$ cat src/rtl/lock_pkg.sv
package lock_pkg;
  typedef enum logic [2:0] {
    PH_IDLE = 3'd0,
    PH_CMP  = 3'd1,
    PH_HOLD = 3'd2,
    PH_OPEN = 3'd3,
    PH_FAIL = 3'd4
  } phase_e;
endpackage

$ cat src/rtl/enter_pulse.sv
module enter_pulse (
  input  logic clk_i,
  input  logic rst_ni,
  input  logic enter_i,
  output logic pulse_o
);
  logic enter_q;

  always_ff @(posedge clk_i or negedge rst_ni) begin
    if (!rst_ni) enter_q <= 1'b0;
    else         enter_q <= enter_i;
  end

  assign pulse_o = enter_i & ~enter_q;


  single_pulse_chk: assert property (@(posedge clk_i) disable iff (!rst_ni)
    pulse_o |=> !pulse_o);
endmodule

$ cat src/rtl/lock_seq.sv
module lock_seq
  import lock_pkg::*;
#(
  parameter int unsigned N_DIGITS = 3
) (
  input  logic                clk_i,
  input  logic                rst_ni,
  input  logic                clear_i,
  input  logic                pulse_i,
  input  logic                key_i,
  input  logic [N_DIGITS-1:0] code_i,
  output phase_e              phase_o
);
  localparam int unsigned IDX_W = (N_DIGITS > 1) ? $clog2(N_DIGITS) : 1;
  localparam logic [IDX_W-1:0] LAST = IDX_W'(N_DIGITS - 1);

  phase_e           phase_q;
  logic [IDX_W-1:0] idx_q;
  logic             bad_q;
  logic             miss;
  logic             bad_n;

  always_comb begin
    miss = 1'b0;
    for (int i = 0; i < N_DIGITS; i++)
      if (idx_q == IDX_W'(i)) miss = (key_i != code_i[i]);
  end

  assign bad_n = bad_q | miss;

  always_ff @(posedge clk_i or negedge rst_ni) begin
    if (!rst_ni) begin
      phase_q <= PH_IDLE;
      idx_q   <= '0;
      bad_q   <= 1'b0;
    end else if (clear_i) begin
      phase_q <= PH_IDLE;
      idx_q   <= '0;
      bad_q   <= 1'b0;
    end else begin
      unique case (phase_q)
        PH_IDLE: if (pulse_i) begin
          phase_q <= PH_CMP;
          idx_q   <= '0;
          bad_q   <= 1'b0;
        end
        PH_CMP: begin
          bad_q <= bad_n;
          if (idx_q == LAST) phase_q <= bad_n ? PH_FAIL : PH_OPEN;
          else begin
            phase_q <= PH_HOLD;
            idx_q   <= idx_q + 1'b1;
          end
        end
        PH_HOLD: if (pulse_i) phase_q <= PH_CMP;
        PH_OPEN, PH_FAIL: phase_q <= phase_q;
        default: phase_q <= PH_IDLE;
      endcase
    end
  end

  assign phase_o = phase_q;


  clear_to_idle_chk: assert property (@(posedge clk_i) disable iff (!rst_ni)
    clear_i |=> phase_q == PH_IDLE);

  idle_wait_chk: assert property (@(posedge clk_i) disable iff (!rst_ni)
    (phase_q == PH_IDLE && !pulse_i) |=> phase_q == PH_IDLE);

  no_early_verdict_chk: assert property (@(posedge clk_i) disable iff (!rst_ni)
    (phase_q == PH_CMP && idx_q != LAST && !clear_i) |=> phase_q == PH_HOLD);

  open_hold_chk: assert property (@(posedge clk_i) disable iff (!rst_ni)
    (phase_q == PH_OPEN && !clear_i) |=> phase_q == PH_OPEN);

  fail_hold_chk: assert property (@(posedge clk_i) disable iff (!rst_ni)
    (phase_q == PH_FAIL && !clear_i) |=> phase_q == PH_FAIL);
endmodule

$ cat src/rtl/combo_lock_ctrl.sv
module combo_lock_ctrl
  import lock_pkg::*;
#(
  parameter int unsigned N_DIGITS = 3
) (
  input  logic                clk_i,
  input  logic                rst_ni,
  input  logic                clear_i,
  input  logic                enter_i,
  input  logic                key_i,
  input  logic [N_DIGITS-1:0] code_i,
  output logic                open_o,
  output logic                alarm_o
);
  logic   pulse;
  phase_e phase;

  enter_pulse u_edge (
    .clk_i   (clk_i),
    .rst_ni  (rst_ni),
    .enter_i (enter_i),
    .pulse_o (pulse)
  );

  lock_seq #(.N_DIGITS(N_DIGITS)) u_seq (
    .clk_i   (clk_i),
    .rst_ni  (rst_ni),
    .clear_i (clear_i),
    .pulse_i (pulse),
    .key_i   (key_i),
    .code_i  (code_i),
    .phase_o (phase)
  );

  assign open_o  = (phase == PH_OPEN);
  assign alarm_o = (phase == PH_FAIL);


  out_mutex_chk: assert property (@(posedge clk_i) disable iff (!rst_ni)
    !(open_o && alarm_o));

  open_stable_chk: assert property (@(posedge clk_i) disable iff (!rst_ni)
    (open_o && !clear_i) |=> open_o);
endmodule

$ cat config.mk
export PLATFORM = sky130hd
export DESIGN_NAME = combo_lock_ctrl
export DESIGN_NICKNAME = d
export VERILOG_FILES = /design/src/rtl/lock_pkg.sv /design/src/rtl/enter_pulse.sv /design/src/rtl/lock_seq.sv /design/src/rtl/combo_lock_ctrl.sv
export SDC_FILE = /design/constraint.sdc
export NUM_CORES = 1
export LEC_CHECK = 0
export ABC_AREA = 0
export BUFFER_PORTS_ARGS = -buffer_cell sky130_fd_sc_hd__buf_2
export CELL_PAD_IN_SITES_DETAIL_PLACEMENT = 1
export CELL_PAD_IN_SITES_GLOBAL_PLACEMENT = 2
export CORE_MARGIN = 2
export CORE_UTILIZATION = 32
export DETAILED_ROUTE_END_ITERATION = 10
export PLACE_DENSITY_LB_ADDON = 0.1
export SLEW_MARGIN = 0
export SYNTH_ARGS = -nofsm -noshare
export SYNTH_HDL_FRONTEND = slang
export SYNTH_SLANG_ARGS = --single-unit
$ cat constraint.sdc
create_clock -name clk_i -period 3.55 [get_ports clk_i]
set_clock_uncertainty 0.15 [all_clocks]
set_input_delay 0.355 -clock clk_i [delete_from_list [all_inputs] [get_ports clk_i]]
set_output_delay 0.355 -clock clk_i [all_outputs]
set_load 0.02 [all_outputs]
==> metrics.yaml, run 1 <==
pre_cts_slack_ps: 1730
num_antenna_cells: 0
yosys_most_used_dff: "dfrtp_1"
post_drt_via_cell_ratio: 5.51
path_max_fanout: 5
ys_warn_count: 0
antenna_found_initial: 0
post-dp-hpwl_microns: 851
max_freq_mhz: 540
ys_top_cells_by_count: "dfrtp_1, nor2_1, nand2b_1"
nNetsFinal: 71
cp_cell_sequence: "inv_1, ha_1, inv_1, or4b_1, a211oi_2"
maxCapViolCount: 0
p_per_area_nw_per_um2: 359
vias: 408
yosys.area.top_type: "dfrtp_1"
min_period_over_period_pct: 52.1
syn_inst: 45
gr-total-overflow: 0
cp_top_family: "simple AND/OR/NAND/NOR gates"
p_leak_uw: 0.000247
grt_pass1_wl_mm: 1.81
cts_setup_buffers: 0
drcViolationCount: 0
async_reset_ff_share_pct: 100
clkLatencyLatePin_ps: 250
wl_per_cell_microns: 14.4
critPathLaunchType: "flop"
clkTransAtPathRegs_ps: 60
ctsLongestPathBuffers: 2
synth.area.top_cells: "dfrtp_1, ha_1, nand2b_1"
drt_iter0_drc: 4
wl_mm: 1.06
std_cell_rows: 13
setup_viol: 0
hold_buffers: 1
path_common_cell: "inv_1"
synth.distinct_cells: 26
vdd_drop_max_v: 0.000170
cp-end-kind: "flop"
synth_top_area_share_pct: 39.2
synth.avg_cell_area_sq_um: 9.93
ant_nets: 0
seq_area_frac_synth_pct: 39.2
htree_levels: 1
cts_tree: "done"
die_w_microns: 41.4
numPortBuffers: 9
fin_util_pct: 42.0
tightest_slew_ps: 549
power_uw: 196
cts_sinks: 7
initial_core_util_pct: 34.3
area_growth_pct: 22.4
core_sq_um: 1300
first_global_vias: 399
fin_setup_tns_ps: 0
slowest_stage: "or4b_1"
synth_edf_count: 0
period_minus_slack_ps: 1850
syn-num-nets: 56
drv_slew: 0
hold_viol: 0
slowest_delay_ps: 550
cts_resized: 0
status: "complete, no violations"
die_area_sq_um: 1710
cp.required_ps: 3570
arrival_ps: 1870
numCtsBuffers: 3
cp_num_buf_inv: 2
fill_cells: 165
syn-cell-area_sq_um: 447
synth.most_common_cell: "dfrtp_1"
ys_ff_latch: 7
fin_ws_ps: 1700
ios: 10
grtUsageTotal_pct: 16.6
clockRootBuffer: "clkbuf_4"
grt_setup_unrepaired: "false"
crit_type: "reg2reg"
hold_class: "in2reg"
drive_gt1_share_pct: 23.7
slew-limit-headroom_pct: 63.3
gp_congestion: 0.834
dieHeight_microns: 41.4
firstDrtPassIters: 5
grt_max_degree: 9
-- sequential cells by signal (all words and copies together) (netlist names) --
signal	flops
u_edge.enter_q	1
u_seq.bad_q	1
u_seq.idx_q	2
u_seq.phase_o	3
-- area by class of cell --
class	instances	area, sq um	share of cell area (%)
multi-input cells	35	260	47.6
inverters	3	11.3	2.06
clock buffers	4	26.3	4.81
flip-flops and latches	7	175	32.0
well taps	15	18.8	3.43
repair buffers	10	55.1	10.1
-- cell families after synthesis --
| family | count (synthesis) | synth area share (%) |
|---|---|---|
| flops | 7 | 39.2 |
| compound gates | 12 | 21.0 |
| buf+inv | 3 | 2.52 |
| xor+xnor | 1 | 1.96 |
| fa+ha+maj | 3 | 8.40 |
| simple gates | 19 | 26.9 |
-- placed cells by master, fill, tap and decap left out, types with 2 or more instances in the layout --
master and n:
dfrtp_1 7, nand3_1 2, buf_2 9, a21oi_1 2, nand2b_1 4, nor2_1 5
ha_1 3, inv_1 3, clkbuf_4 3
-- per-stage QoR --
step | hold slack (ps) | instances | area, sq um
after floorplan | -90.6 | 45 | 447
after global placement | 49.2 | 69 | 510
after detailed placement | 54.0 | 69 | 510
after CTS | 57.8 | 74 | 547
after global routing | 59.4 | 74 | 547
final | 67.0 | 74 | 547
-- final timing paths --
path                                start  slack, ps               end  depth (start not counted)
min                               enter_i         70    u_edge.enter_q                          1
max reg2reg                u_seq.idx_q[0]       1700  u_seq.phase_o[2]                          5
min reg2reg                u_seq.idx_q[0]        370    u_seq.idx_q[0]                          1
min in group asynchronous          rst_ni        330  u_seq.phase_o[1]                          2
max                        u_seq.idx_q[0]       1700  u_seq.phase_o[2]                          5
max in group asynchronous          rst_ni       2760       u_seq.bad_q                          2
-- power by group --
| group | leakage [uW] | total [uW] | internal, uW | switching [uW] |
|---|---|---|---|---|
| combinational | 0.000138 | 33.0 | 15.6 | 17.4 |
| clock | 0.0000150 | 75.2 | 43.1 | 32.1 |
| sequential | 0.0000939 | 88.0 | 83.4 | 4.57 |
-- routing by layer --
| metal | track usage (%) | vias to the layer above | part of all wire [%] |
|---|---|---|---|
| met3 | 4.26 | 0 | 5.0 |
| met5 | 0 | - | 0 |
| met1 | 22.3 | 200 | 48 |
| met2 | 25.8 | 10 | 47 |
| li1 | - | 198 | - |
| met4 | 5.65 | 0 | 0 |
Power figures use the tool's default switching activity.
==> run 2, diff against run 1 <==
Settings changed: CORE_UTILIZATION 32 to 27.
Clock period 3.55 ns to 1.55 ns, I/O delays scaled along.
==> run 2 against run 1 <==
The flow now finishes with violations (negative setup slack). Wire length is 21% higher. Power is 140% higher. Clock-buffer cell count unchanged. Worst setup slack worse by 1800 ps. First-iteration DRC count rose by 25%. Via count rose by 7.4%. Sequential share of layout area decreased by 5.0 points. Critical path depth rose by 1. Largest power group unchanged.
==> metrics.yaml, run 2 (synthesis results as in run 1) <==
initial_core_util_pct: 29.3  # -5.0 points
post-dp-hpwl_mm: 1.03  # +21%
grt_max_degree: 9  # unchanged
cp-end-kind: "flop"
drv_slew: 0  # unchanged
die_w_microns: 44.7  # +8.0%
clkTransAtPathRegs_ps: 50  # about the same
fill_cells: 180  # +9.1%
grt_setup_unrepaired: "true"
met1_usage_pct: 17.7  # -4.6 points
cp.required_ps: 1580  # -1990 ps
gr-total-overflow: 0  # unchanged
hold_depth: 2  # +1
multiInputGateArea_sq_um: 293  # +12%
wl_per_cell_microns: 15.3  # +6.9%
crit_type: "reg2reg"
seqCellArea_sq_um: 176  # +0.71%
numCtsBuffers: 3  # unchanged
use_met2_pct: 23.5  # -2.3 points
grt_pass1_wl_mm: 2.02  # +11%
first_global_vias: 409  # +2.5%
core_sq_um: 1520  # +17%
worstRegToRegCells: 6  # +1
drcViolationCount: 0  # unchanged
mostFrequentLayoutCells: "buf_2, buf_4, dfrtp_1"
post_drt_via_cell_ratio: 5.21  # -5.4%
cts_sinks: 7  # unchanged
failed_checks: "negative setup slack"
wl_mm: 1.29  # +21%
drt_iter0_drc: 5  # +1
ctsLongestPathBuffers: 2  # unchanged
grtUsageTotal_pct: 14.9  # -1.7 points
gp_congestion: 0.724  # -13%
die_area_sq_um: 2000  # +17%
cts_tree: "done"
dieHeight_microns: 44.7  # +8.0%
ios: 10  # unchanged
tightest_slew_ps: 328  # -222 ps
status: "finished with violations"
clockRootBuffer: "clkbuf_4"
std_cell_rows: 14  # +1
p_per_area_nw_per_um2: 712  # +98%
largest_reg_flops: 3  # unchanged
htree_levels: 1  # unchanged
numPortBuffers: 9  # unchanged
drive_gt1_share_pct: 44.1  # +20 points
firstDrtPassIters: 4  # -1
setup_viol: 2  # +2
vias: 438  # +7.4%
maxCapViolCount: 0  # unchanged
num_antenna_cells: 0  # unchanged
final_common_cell: "buf_2"
arrival_ps: 1650  # -220 ps
max_freq_mhz: 617  # +14%
slew-limit-headroom_pct: 78.0  # +15 points
hold_slack_ps: 16.3  # -50.7 ps
period_minus_slack_ps: 1620  # -231 ps
hold_viol: 0  # unchanged
clkLatencyLatePin_ps: 250  # about the same
p_leak_uw: 0.000295  # +20%
ant_nets: 0  # unchanged
critPathLaunchType: "flop"
grt.busiest_layer: "met2"
nNetsFinal: 80  # +13%
antenna_found_initial: 0  # unchanged
hold_class: "in2reg"
grt_use_met3_pct: 6.12  # +1.9 points
area_growth_pct: 45.9
vdd_drop_max_v: 0.000311  # +83%
power_uw: 464  # +140%
min_period_over_period_pct: 104  # +52 points
path_max_fanout: 3  # -2
fin_ws_ps: -69.7  # -1770 ps
[run 2: cell count changes in the layout (fill, tap and decap cells not counted), moves of 2 or more]
cell | previous run | this run
inv_1 | 3 | 1
ha_1 | 3 | 1
buf_4 | 0 | 8
inv_2 | 0 | 2
[run 2: path summary, 6_finish.rpt]
check | from | endpoint | slack [ps]
min reg2reg | u_seq.idx_q[0] | u_seq.idx_q[0] | 380
max | u_seq.idx_q[0] | u_seq.bad_q | -70
min in group asynchronous | rst_ni | u_seq.bad_q | 120
max reg2reg | u_seq.idx_q[0] | u_seq.bad_q | -70
min | clear_i | u_seq.phase_o[2] | 20
max in group asynchronous | rst_ni | u_seq.phase_o[0] | 960
[run 2: cell type report]
class                      count  area share, %
timing repair buffer          19           19.2
multi-input combinational     35           44.9
tap                           16           3.07
sequential                     7           27.1
clock buffer                   4           4.03
inverter                       3           1.73
[run 2: where the power goes]
group | total (uW) | internal (uW) | leakage [uW] | switching (uW)
Sequential | 202 | 192 | 0.0000924 | 9.80
Clock | 163 | 98.1 | 0.0000150 | 65.3
Combinational | 99.4 | 51.6 | 0.000188 | 47.8
Total | 464 | 341 | 0.000295 | 123
[run 2: what timing repair did]
action,in CTS,in global routing
hold buffers,2,0
setup buffers,0,1
gates resized for setup,2,3
pin swaps,2,1
endpoints found under the hold margin,8,0
endpoints found under the setup margin,2,5
[run 2: critical path, cell delays in order (launching register included)]
cell,delay [ps]
dfrtp_1,400
inv_2,100
ha_1,160
or3b_1,340
a32oi_1,180
nand3_1,110
a2bb2oi_2,120
[run 2: routing by layer]
metal | part of all wire, % | routed length, microns
met4 | 0.78 | 10
met3 | 4.5 | 58
met2 | 54 | 699
met1 | 40 | 521
met5 | 0 | 0
[run 2: per-stage QoR]
step / setup TNS (ps) / setup WS, ps / utilization (%) / cell area (sq um) / instances
after detailed placement: -195 / -98.5 / 38.0 / 579 / 77
after global routing: -382 / -195 / 42.8 / 652 / 84
final: -137 / -69.7 / 42.8 / 652 / 84
after CTS: -193 / -102 / 41.3 / 629 / 83
after floorplan: -19.3 / -13.8 / - / 462 / 45
after global placement: -25.6 / -25.6 / 38.0 / 579 / 77
